[src/rtl/wfp_pkg.sv]
package wfp_pkg;
  localparam int WORD_W  = 32;
  localparam int LANES   = WORD_W / 8;
  localparam int LANE_W  = $clog2(LANES);
  localparam int TRIG_W  = 3;
  localparam int NIB_W   = 4;
  localparam int ADDR_W  = 2;

  localparam logic [ADDR_W-1:0] A_CTRL = 2'd0;
  localparam logic [ADDR_W-1:0] A_STAT = 2'd1;
  localparam logic [ADDR_W-1:0] A_TXD  = 2'd2;
  localparam logic [ADDR_W-1:0] A_RXD  = 2'd3;

  localparam int B_RX_FLUSH = 0;
  localparam int B_TX_FLUSH = 1;
  localparam int B_RX_TRIG  = 2;
  localparam int B_TX_TRIG  = 5;

  localparam logic [TRIG_W-1:0] TX_TRIG_RST = 3'd7;
  localparam logic [TRIG_W-1:0] RX_TRIG_RST = 3'd0;

  function automatic logic [WORD_W-1:0] lane_put(input logic [WORD_W-1:0] w,
                                                 input logic [LANE_W-1:0] lane,
                                                 input logic [7:0] b);
    logic [WORD_W-1:0] r;
    r = w;
    r[{lane, 3'b000} +: 8] = b;
    return r;
  endfunction

  function automatic logic [7:0] lane_get(input logic [WORD_W-1:0] w,
                                          input logic [LANE_W-1:0] lane);
    return w[{lane, 3'b000} +: 8];
  endfunction

  function automatic logic above_trig(input logic [NIB_W-1:0] level,
                                      input logic [TRIG_W-1:0] trig);
    return level > {{(NIB_W-TRIG_W){1'b0}}, trig};
  endfunction
endpackage

[src/rtl/wfp_word_fifo.sv]
module wfp_word_fifo #(
  parameter int DEPTH = 8,
  parameter int WIDTH = 32,
  localparam int CNT_W = $clog2(DEPTH + 1),
  localparam int PTR_W = (DEPTH > 1) ? $clog2(DEPTH) : 1
) (
  input  logic             clk,
  input  logic             rst_n,
  input  logic             flush,
  input  logic             push,
  input  logic [WIDTH-1:0] push_data,
  input  logic             pop,
  output logic [WIDTH-1:0] head,
  output logic [CNT_W-1:0] count,
  output logic             full,
  output logic             empty,
  output logic             push_ok,
  output logic             pop_ok
);
  localparam logic [CNT_W-1:0] DEPTH_C = CNT_W'(DEPTH);
  localparam logic [PTR_W-1:0] LAST_P  = PTR_W'(DEPTH - 1);

  logic [WIDTH-1:0] mem [DEPTH];
  logic [PTR_W-1:0] wr_p, rd_p;

  function automatic logic [PTR_W-1:0] step(input logic [PTR_W-1:0] p);
    return (p == LAST_P) ? '0 : p + 1'b1;
  endfunction

  assign full    = (count == DEPTH_C);
  assign empty   = (count == '0);
  assign push_ok = push && !full && !flush;
  assign pop_ok  = pop && !empty && !flush;
  assign head    = mem[rd_p];

  always_ff @(posedge clk) begin
    if (push_ok) mem[wr_p] <= push_data;
  end

  always_ff @(posedge clk or negedge rst_n) begin
    if (!rst_n) begin
      wr_p  <= '0;
      rd_p  <= '0;
      count <= '0;
    end else if (flush) begin
      wr_p  <= '0;
      rd_p  <= '0;
      count <= '0;
    end else begin
      if (push_ok) wr_p <= step(wr_p);
      if (pop_ok)  rd_p <= step(rd_p);
      if (push_ok && !pop_ok)      count <= count + 1'b1;
      else if (pop_ok && !push_ok) count <= count - 1'b1;
    end
  end
endmodule

[src/rtl/wfp_rx_packer.sv]
module wfp_rx_packer
  import wfp_pkg::*;
(
  input  logic              clk,
  input  logic              rst_n,
  input  logic              clear,
  input  logic              in_valid,
  input  logic [7:0]        in_byte,
  input  logic              in_last,
  output logic              out_push,
  output logic [WORD_W-1:0] out_word
);
  localparam logic [LANE_W-1:0] TOP_LANE = LANE_W'(LANES - 1);

  logic [WORD_W-1:0] acc;
  logic [LANE_W-1:0] lane;

  assign out_word = lane_put(acc, lane, in_byte);
  assign out_push = in_valid && (in_last || lane == TOP_LANE);

  always_ff @(posedge clk or negedge rst_n) begin
    if (!rst_n) begin
      acc  <= '0;
      lane <= '0;
    end else if (clear || out_push) begin
      acc  <= '0;
      lane <= '0;
    end else if (in_valid) begin
      acc  <= out_word;
      lane <= lane + 1'b1;
    end
  end
endmodule

[src/rtl/wfp_tx_unpacker.sv]
module wfp_tx_unpacker
  import wfp_pkg::*;
(
  input  logic              clk,
  input  logic              rst_n,
  input  logic              clear,
  input  logic [WORD_W-1:0] head,
  input  logic              avail,
  input  logic              take,
  input  logic              last,
  output logic [7:0]        out_byte,
  output logic              pop
);
  localparam logic [LANE_W-1:0] TOP_LANE = LANE_W'(LANES - 1);

  logic [LANE_W-1:0] lane;
  logic              step_ok;

  assign out_byte = lane_get(head, lane);
  assign step_ok  = take && avail;
  assign pop      = step_ok && (last || lane == TOP_LANE);

  always_ff @(posedge clk or negedge rst_n) begin
    if (!rst_n)                lane <= '0;
    else if (clear || pop)     lane <= '0;
    else if (step_ok)          lane <= lane + 1'b1;
  end
endmodule

[src/rtl/word_fifo_pair.sv]
module word_fifo_pair
  import wfp_pkg::*;
#(
  parameter int DEPTH = 8,
  localparam int CNT_W = $clog2(DEPTH + 1)
) (
  input  logic              clk,
  input  logic              rst_n,
  input  logic [ADDR_W-1:0] cfg_addr,
  input  logic              cfg_wr_en,
  input  logic [WORD_W-1:0] cfg_wdata,
  input  logic              cfg_rd_en,
  output logic [WORD_W-1:0] cfg_rdata,
  output logic              tx_req,
  output logic              rx_req,
  output logic              err_tx_overflow,
  output logic              err_rx_underflow,
  output logic              eng_tx_avail,
  output logic [7:0]        eng_tx_byte,
  input  logic              eng_tx_take,
  input  logic              eng_tx_last,
  output logic              eng_rx_ready,
  input  logic              eng_rx_valid,
  input  logic [7:0]        eng_rx_byte,
  input  logic              eng_rx_last
);
  localparam logic [CNT_W-1:0] DEPTH_C = CNT_W'(DEPTH);

  logic [TRIG_W-1:0] tx_trig, rx_trig;
  logic              tx_flush_pend, rx_flush_pend;

  logic wr_ctrl, wr_txd, rd_rxd;
  logic tx_drop, rx_starve;

  logic [WORD_W-1:0] tx_head, rx_head, rx_word;
  logic [CNT_W-1:0]  tx_count, rx_count;
  logic              tx_full, tx_empty, rx_full, rx_empty;
  logic              tx_push_ok, tx_pop_ok, rx_push_ok, rx_pop_ok;
  logic              tx_pop, rx_push;
  logic [7:0]        tx_free_w, rx_cnt_w;
  logic [NIB_W-1:0]  tx_free_nib, rx_cnt_nib;

  assign wr_ctrl   = cfg_wr_en && (cfg_addr == A_CTRL);
  assign wr_txd    = cfg_wr_en && (cfg_addr == A_TXD);
  assign rd_rxd    = cfg_rd_en && (cfg_addr == A_RXD);
  assign tx_drop   = wr_txd && tx_full;
  assign rx_starve = rd_rxd && rx_empty;

  always_ff @(posedge clk or negedge rst_n) begin
    if (!rst_n) begin
      tx_trig          <= TX_TRIG_RST;
      rx_trig          <= RX_TRIG_RST;
      tx_flush_pend    <= 1'b0;
      rx_flush_pend    <= 1'b0;
      err_tx_overflow  <= 1'b0;
      err_rx_underflow <= 1'b0;
    end else begin
      err_tx_overflow  <= tx_drop;
      err_rx_underflow <= rx_starve;
      if (wr_ctrl) begin
        tx_trig       <= cfg_wdata[B_TX_TRIG +: TRIG_W];
        rx_trig       <= cfg_wdata[B_RX_TRIG +: TRIG_W];
        tx_flush_pend <= cfg_wdata[B_TX_FLUSH];
        rx_flush_pend <= cfg_wdata[B_RX_FLUSH];
      end else begin
        tx_flush_pend <= 1'b0;
        rx_flush_pend <= 1'b0;
      end
    end
  end

  wfp_word_fifo #(.DEPTH(DEPTH), .WIDTH(WORD_W)) u_tx_fifo (
    .clk(clk), .rst_n(rst_n), .flush(tx_flush_pend),
    .push(wr_txd), .push_data(cfg_wdata), .pop(tx_pop),
    .head(tx_head), .count(tx_count), .full(tx_full), .empty(tx_empty),
    .push_ok(tx_push_ok), .pop_ok(tx_pop_ok)
  );

  wfp_word_fifo #(.DEPTH(DEPTH), .WIDTH(WORD_W)) u_rx_fifo (
    .clk(clk), .rst_n(rst_n), .flush(rx_flush_pend),
    .push(rx_push), .push_data(rx_word), .pop(rd_rxd),
    .head(rx_head), .count(rx_count), .full(rx_full), .empty(rx_empty),
    .push_ok(rx_push_ok), .pop_ok(rx_pop_ok)
  );

  wfp_tx_unpacker u_unpack (
    .clk(clk), .rst_n(rst_n), .clear(tx_flush_pend),
    .head(tx_head), .avail(!tx_empty), .take(eng_tx_take), .last(eng_tx_last),
    .out_byte(eng_tx_byte), .pop(tx_pop)
  );

  wfp_rx_packer u_pack (
    .clk(clk), .rst_n(rst_n), .clear(rx_flush_pend),
    .in_valid(eng_rx_valid), .in_byte(eng_rx_byte), .in_last(eng_rx_last),
    .out_push(rx_push), .out_word(rx_word)
  );

  assign eng_tx_avail = !tx_empty && !tx_flush_pend;
  assign eng_rx_ready = !rx_full && !rx_flush_pend;

  assign tx_free_w   = 8'(DEPTH_C - tx_count);
  assign rx_cnt_w    = 8'(rx_count);
  assign tx_free_nib = tx_free_w[NIB_W-1:0];
  assign rx_cnt_nib  = rx_cnt_w[NIB_W-1:0];

  assign tx_req = above_trig(tx_free_nib, tx_trig);
  assign rx_req = above_trig(rx_cnt_nib, rx_trig);

  always_comb begin
    cfg_rdata = '0;
    unique case (cfg_addr)
      A_CTRL: cfg_rdata = WORD_W'({tx_trig, rx_trig, tx_flush_pend, rx_flush_pend});
      A_STAT: cfg_rdata = WORD_W'({tx_free_nib, rx_cnt_nib});
      A_RXD:  cfg_rdata = rx_empty ? '0 : rx_head;
      default: cfg_rdata = '0;
    endcase
  end
endmodule

[config.mk]
export PLATFORM = sky130hd
export DESIGN_NAME = word_fifo_pair
export DESIGN_NICKNAME = d
export VERILOG_FILES = /design/src/rtl/wfp_pkg.sv /design/src/rtl/wfp_word_fifo.sv /design/src/rtl/wfp_rx_packer.sv /design/src/rtl/wfp_tx_unpacker.sv /design/src/rtl/word_fifo_pair.sv
export SDC_FILE = /design/constraint.sdc
export NUM_CORES = 1
export LEC_CHECK = 0
export ABC_AREA = 1
export BUFFER_PORTS_ARGS = -buffer_cell sky130_fd_sc_hd__buf_4
export CAP_MARGIN = 30
export CORE_UTILIZATION = 50
export DETAILED_ROUTE_END_ITERATION = 8
export PLACE_DENSITY_LB_ADDON = 0.12
export SETUP_SLACK_MARGIN = 0.2
export SLEW_MARGIN = 20
export SYNTH_ARGS = -nofsm -noshare
export SYNTH_HDL_FRONTEND = slang
export SYNTH_HIERARCHICAL = 1
export SYNTH_SLANG_ARGS = --single-unit
[constraint.sdc]
create_clock -name clk -period 3.5 [get_ports clk]
set_input_delay 1.05 -clock clk [delete_from_list [all_inputs] [get_ports clk]]
set_output_delay 1.05 -clock clk [all_outputs]
set_load 0.01 [all_outputs]
==> results of run 1 <==
==> state kept, by name, summed over array words and instances, names as in the netlist <==
register	cells
u_pack/lane	2
u_tx_fifo/mem	256
u_tx_fifo/rd_p	3
u_rx_fifo/wr_p	3
rx_trig	3
u_rx_fifo/mem	256
u_tx_fifo/wr_p	3
err_tx_overflow	1
tx_trig	3
err_rx_underflow	1
u_rx_fifo/count	4
tx_flush_pend	1
u_pack/acc	32
u_unpack/lane	2
u_tx_fifo/count	4
u_rx_fifo/rd_p	3
rx_flush_pend	1
==> cells in the mapped netlist (29+ instances only) <==
library cell / n
buf_6: 29
nand2_1: 535
o21ai_1: 48
nor2_1: 389
clkbuf_1: 38
inv_1: 69
a31oi_1: 64
o21ai_0: 232
dfrtp_1: 63
nand3_1: 29
a21oi_1: 78
edfxtp_1: 512
==> cells by family (layout without fill, tap and decap cells) <==
family          count (synthesis)  after routing  share of synthesized area, %
buf+inv                       198            431                          4.43
simple gates                 1004           1004                          16.1
xor+xnor                        2              2                        0.0706
fa+ha+maj                      27             27                          1.42
other cells                     0              1                             0
flops                         578            578                          68.6
compound gates                434            434                          9.34
==> layout make-up <==
class,instances,area [um^2]
Tap cell,664,831
Inverter,85,370
Fill cell,3745,18200
Sequential cell,578,17000
Multi-Input combinational cell,1467,7400
Timing Repair Buffer,236,3190
Clock inverter,30,283
Antenna cell,1,2.50
Timing Repair inverter,1,16.3
Clock buffer,79,1590
==> power by group through the flow <==
| stage | sequential [mW] | combinational [mW] | clock (mW) |
|---|---|---|---|
| floorplan | 8.31 | 4.95 | 0 |
| global placement | 8.51 | 7.07 | 0 |
| detailed placement | 8.52 | 7.15 | 0 |
| CTS | 8.38 | 8.95 | 6.22 |
| global route | 8.43 | 11.4 | 6.46 |
| finish | 8.39 | 10.6 | 6.12 |
==> metrics by stage <==
step / instances / cell area (um^2) / total power [mW] / TNS (ns) / utilization, %
final: 3141 / 30700 / 25.1 / -0.436 / 62.8
after floorplan: 2243 / 24800 / 13.3 / 0 / -
after global placement: 2943 / 26500 / 15.6 / 0 / 54.2
after global routing: 3140 / 30700 / 26.2 / -1.90 / 62.8
after CTS: 3093 / 29500 / 23.5 / -0.0420 / 60.3
after detailed placement: 2943 / 26500 / 15.7 / 0 / 54.2
==> how the worst min path moves through the flow <==
stage                               start                           end
2_1_floorplan   u_pack/acc[0]$_DFFE_PN0P_     u_pack/acc[0]$_DFFE_PN0P_
3_3_place_gp    u_pack/acc[5]$_DFFE_PN0P_     u_pack/acc[5]$_DFFE_PN0P_
3_5_place_dp   u_pack/acc[10]$_DFFE_PN0P_    u_pack/acc[10]$_DFFE_PN0P_
4_1_cts         u_pack/acc[5]$_DFFE_PN0P_     u_pack/acc[5]$_DFFE_PN0P_
5_1_grt                             rst_n  u_unpack/lane[1]$_DFFE_PN0P_
6_report                            rst_n       tx_flush_pend$_DFF_PN0_
==> what timing repair did <==
action	4_1_cts	5_1_grt
endpoints found under the setup margin	41	42
cloned	20	18
buffers inserted	21	28
gates resized for setup	109	205
pin swaps	35	83
==> metal layers <==
metal | global-route usage, % | share of wire [%]
met4 | 8.45 | 2.8
met2 | 44.9 | 51
met3 | 3.96 | 6.3
met5 | 0 | 0.019
met1 | 33.3 | 40
==> flow_metrics.env, run 1 <==
export IMPL_crit_family="compound AO/OA/AOI/OAI gates"
export IMPL_drtAntennaViolNets=0
export IMPL_clkTransAtPathRegs_ns=0.06
export IMPL_p_sw_share_pct=36.2
export IMPL_netlist_area_um2=24800
export IMPL_layout_common_cells="512 x edfxtp_1, 497 x nand2_1, 343 x nor2_1"
export IMPL_clock_sinks=578
export IMPL_cp_depth=11
export IMPL_skew_ns=0.0294
export IMPL_p_clk_share_pct=24.4
export IMPL_dieArea_um2=50500
export IMPL_yosys_warnings=6
export IMPL_period_minus_slack_ns=3.59
export IMPL_cts_buffers=58
export IMPL_cp_max_fo=6
export IMPL_violations="negative setup slack"
export IMPL_rows=81
export IMPL_async_reset_ff_share_pct=11.4
export IMPL_tritoncts="yes"
export IMPL_path_class="reg -> out"
export IMPL_synth_area_leaders="edfxtp_1 62%, nand2_1 8.1%, dfrtp_1 6.4%"
export IMPL_avgSynthCellArea_um2=11.1
export IMPL_max_clock_path_buffers=3
export IMPL_critPathRequiredTime_ns=2.45
export IMPL_initial_core_util_pct=50.7
export IMPL_portBuffers=95
export IMPL_hpwlAfterDp_um=34200
export IMPL_grt_pass1_vias=16600
export IMPL_die_h_um=225
export IMPL_yosysTopAreaCell="edfxtp_1"
export IMPL_powerDensity_nw_per_um2=817
export IMPL_cp_start_kind="register"
export IMPL_synth_distinct_cells=40
export IMPL_cts_hold_buf=0
export IMPL_clock_fmax_mhz=279
export IMPL_grt_pass1_wl_um=98300
export IMPL_setup_viol=9
export IMPL_critPathBufInv=3
export IMPL_clockRootBuffer="clkbuf_16"
export IMPL_viasPerCell=5.62
export IMPL_slowest_stage="dfrtp_4"
export IMPL_path_cells="buf_12 -> buf_4 -> o21ai_2 -> o21ai_1 -> a21oi_1 -> a31oi_2 -> nand2_1 -> nor2_1 -> a21oi_1 -> nand2_1 -> buf_6"
export IMPL_finalWirelength_um=68200
export IMPL_power_share_sequential_pct=33.4
export IMPL_relSlewSlack_pct=46.5
export IMPL_grt_max_degree=67
export IMPL_dr_first_iter_drc_count=1617
export IMPL_dpl_worst_slack_ns=0.343
export IMPL_clock_latency_ns=0.63
export IMPL_fin_hold_ws_ns=0.325
export IMPL_drv_cap=0
export IMPL_core_area_um2=49000
export IMPL_ios=96
export IMPL_h_tree_depth=2
export IMPL_gr_total_overflow=0
export IMPL_synth_seq_cells=578
export IMPL_layout_commonest_cell="edfxtp_1"
export IMPL_yosysSeqAreaShare_pct=68.6
export IMPL_cellLeakagePower_nw=11.8
export IMPL_rr_startpoint="u_pack/lane[0]$_DFFE_PN0P_"
export IMPL_place_congestion=0.834
export IMPL_drive_gt1_share_pct=21.9
export IMPL_synth_edf_count=512
export IMPL_grt_use_total_pct=25.9
export IMPL_drt_pass1_iterations=5
export IMPL_r2r_slack_ns=0.54
export IMPL_cp_startpoint="u_rx_fifo/rd_p[0]$_DFFE_PN0P_"
export IMPL_tightest_slew_ns=0.797
export IMPL_vias=17700
export IMPL_antenna_found_initial=2
export IMPL_status="finished with violations"
export IMPL_power_frac_comb_pct=42.2
export IMPL_max_vdd_ir_drop_mv=0.453
export IMPL_min_path_type="in -> async"
export IMPL_p_int_mw=16.0
export IMPL_postSynthCellCount=2243
export IMPL_drc=0
export IMPL_nets=2504
export IMPL_worst_slack_ns=-0.0868
export IMPL_timing_final_crit_share_pct=102
export IMPL_r2r_cells=15
export IMPL_critPathMaxStageDelay_ns=0.52
export IMPL_critical_path_arrival_ns=2.54
export IMPL_netSwitchingPower_mw=9.09
export IMPL_wire_per_inst_um=21.7
export IMPL_worstSetupEndpoint="cfg_rdata[7]"
export IMPL_rsz0062_at_grt="true"
export IMPL_synth_top_area_share_pct=61.9
export IMPL_worstSetupEndpointType="output pin"
export IMPL_syn_nets=2320
export IMPL_r2r_end="u_rx_fifo/count[3]$_DFFE_PN0P_"
export IMPL_area_growth_syn_to_layout_pct=23.8
export IMPL_hold_viol_final=0
export IMPL_synthFlopType="edfxtp_1"
export IMPL_maxSlewViolCount=0
export IMPL_die_w_um=225
Power figures use the tool's default switching activity.
==> run 2, diff against run 1 <==
--- a/config.mk
+++ b/config.mk
@@ -11,6 +11,7 @@
 export CORE_UTILIZATION = 50
 export DETAILED_ROUTE_END_ITERATION = 8
 export PLACE_DENSITY_LB_ADDON = 0.12
+export RECOVER_POWER = 25
 export SETUP_SLACK_MARGIN = 0.2
 export SLEW_MARGIN = 20
 export SYNTH_ARGS = -nofsm -noshare
==> flow_metrics.env, run 2 (synthesis results as in run 1) <==
export IMPL_status="finished with violations"
export IMPL_violations="negative setup slack"
export IMPL_cp_max_fo=6
export IMPL_cts_hold_buf=0
export IMPL_seq_area_um2=17000
export IMPL_clock_sinks=578
export IMPL_relSlewSlack_pct=3.39
export IMPL_nets=2504
export IMPL_portBuffers=95
export IMPL_rows=81
export IMPL_min_path_type="reg -> reg"
export IMPL_initial_core_util_pct=50.7
export IMPL_layout_common_cells="512 x edfxtp_1, 497 x nand2_1, 343 x nor2_1"
export IMPL_gr_total_overflow=0
export IMPL_cp_startpoint="u_rx_fifo/rd_p[0]$_DFFE_PN0P_"
export IMPL_timing_final_crit_share_pct=103
export IMPL_p_clk_share_pct=24.4
export IMPL_critPathMaxStageDelay_ns=0.52
export IMPL_critPathRequiredTime_ns=2.45
export IMPL_vias=17600
export IMPL_max_vdd_ir_drop_mv=0.453
export IMPL_grt_use_total_pct=25.9
export IMPL_path_cells="buf_12 -> buf_4 -> o21ai_2 -> o21ai_1 -> a21oi_1 -> a31oi_2 -> nand2_1 -> nor2_1 -> a21oi_1 -> nand2_1 -> buf_6"
export IMPL_drtAntennaViolNets=0
export IMPL_p_total_mw=25.1
export IMPL_area_growth_syn_to_layout_pct=23.2
export IMPL_hpwlAfterDp_um=34200
export IMPL_hold_viol_final=0
export IMPL_place_congestion=0.834
export IMPL_die_w_um=225
export IMPL_grt_pass1_vias=16600
export IMPL_wire_per_inst_um=21.7
export IMPL_cts_buffers=58
export IMPL_tritoncts="yes"
export IMPL_dpl_worst_slack_ns=0.343
export IMPL_clock_latency_ns=0.63
export IMPL_viasPerCell=5.62
export IMPL_worst_slack_ns=-0.0912
export IMPL_cellLeakagePower_nw=11.6
export IMPL_max_clock_path_buffers=3
export IMPL_power_frac_comb_pct=42.1
export IMPL_critPathBufInv=3
export IMPL_dr_first_iter_drc_count=1661
export IMPL_setup_viol=10
export IMPL_slowest_stage="dfrtp_4"
export IMPL_p_int_mw=16.0
export IMPL_clkTransAtPathRegs_ns=0.06
export IMPL_crit_family="compound AO/OA/AOI/OAI gates"
export IMPL_critical_path_arrival_ns=2.54
export IMPL_maxSlewViolCount=0
export IMPL_nFillCells=3764
export IMPL_reg_top3="u_rx_fifo/mem (256), u_tx_fifo/mem (256), u_pack/acc (32)"
export IMPL_drv_cap=0
export IMPL_setup_tns_ns=-0.496
export IMPL_finalWirelength_um=68100
export IMPL_antenna_found_initial=2
export IMPL_dieArea_um2=50500
export IMPL_cp_start_kind="register"
export IMPL_clockRootBuffer="clkbuf_16"
export IMPL_ios=96
export IMPL_rsz0062_at_grt="true"
export IMPL_worstSetupEndpointType="output pin"
export IMPL_multiInputGateArea_um2=7400
export IMPL_skew_ns=0.0352
export IMPL_tightest_slew_ns=1.45
export IMPL_drc=0
export IMPL_path_class="reg -> out"
export IMPL_rr_startpoint="u_pack/lane[0]$_DFFE_PN0P_"
export IMPL_power_share_sequential_pct=33.5
export IMPL_die_h_um=225
export IMPL_hold_start="u_pack/acc[26]$_DFFE_PN0P_"
export IMPL_drt_pass1_iterations=5
export IMPL_clock_fmax_mhz=278
export IMPL_grt_max_degree=67
export IMPL_core_area_um2=49000
export IMPL_p_sw_share_pct=36.3
export IMPL_period_minus_slack_ns=3.59
export IMPL_layout_commonest_cell="edfxtp_1"
export IMPL_powerDensity_nw_per_um2=820
export IMPL_drive_gt1_share_pct=20.6
export IMPL_netSwitchingPower_mw=9.10
export IMPL_h_tree_depth=2
export IMPL_grt_pass1_wl_um=98300
==> run 2: power by group through the flow <==
stage	Clock, mW	Combinational [mW]	Sequential [mW]
after floorplan	0	4.95	8.31
after global placement	0	7.07	8.51
after detailed placement	0	7.15	8.52
after CTS	6.22	8.95	8.38
after global routing	6.46	11.3	8.43
final	6.13	10.6	8.39
==> run 2: path summary, 6_finish.rpt <==
kind	endpoint	slack, ns	depth (start not counted)
min reg2reg	u_pack/acc[26]$_DFFE_PN0P_	0.48	2
min in group asynchronous	tx_flush_pend$_DFF_PN0_	0.60	1
max in group asynchronous	u_rx_fifo/rd_p[2]$_DFFE_PN0P_	0.77	2
max	cfg_rdata[7]	-0.09	11
max reg2reg	u_rx_fifo/count[3]$_DFFE_PN0P_	0.52	15
min	u_pack/acc[26]$_DFFE_PN0P_	0.48	2
==> run 2: layer usage <==
layer,vias up,GRT usage (%),part of all wire (%)
met5,-,0,0.019
met4,2,8.45,2.9
met3,132,3.96,6.2
met2,656,44.9,51
met1,8701,33.3,40
li1,8146,-,-
==> run 2: layout make-up <==
class,count,area share (%)
Antenna cell,1,0.00818
Clock buffer,79,5.20
Clock inverter,30,0.924
Inverter,85,1.21
Multi-Input combinational cell,1467,24.2
Sequential cell,578,55.7
Tap cell,664,2.72
Timing Repair Buffer,236,9.96
Timing Repair inverter,1,0.0532
==> run 2: metrics by stage <==
stage | hold WS, ns | utilization [%] | area [um^2] | cells
floorplan | 0.449 | - | 24800 | 2243
global placement | 0.462 | 54.2 | 26500 | 2943
detailed placement | 0.466 | 54.2 | 26500 | 2943
CTS | 0.483 | 60.3 | 29500 | 3093
global route | 0.498 | 62.5 | 30600 | 3140
finish | 0.480 | 62.5 | 30600 | 3141
==> run 2: timing repair <==
action	4_1_cts	5_1_grt
gates cloned	20	18
buffers inserted	21	28
pin swaps	35	83
resized for setup	109	205
setup endpoints to repair	41	42
==> run 2: worst reg2reg max path: stages (launching register included) <==
cell,delay [ns]
dfrtp_1,0.54
ha_1,0.27
clkinv_2,0.23
a21oi_2,0.38
inv_1,0.11
a21oi_1,0.15
nand3_2,0.14
ha_1,0.35
a21oi_1,0.23
nand2_1,0.10
nand2_1,0.07
nand2_1,0.06
nand2_1,0.07
nand2_1,0.05
nand2_1,0.06
nand2_1,0.04
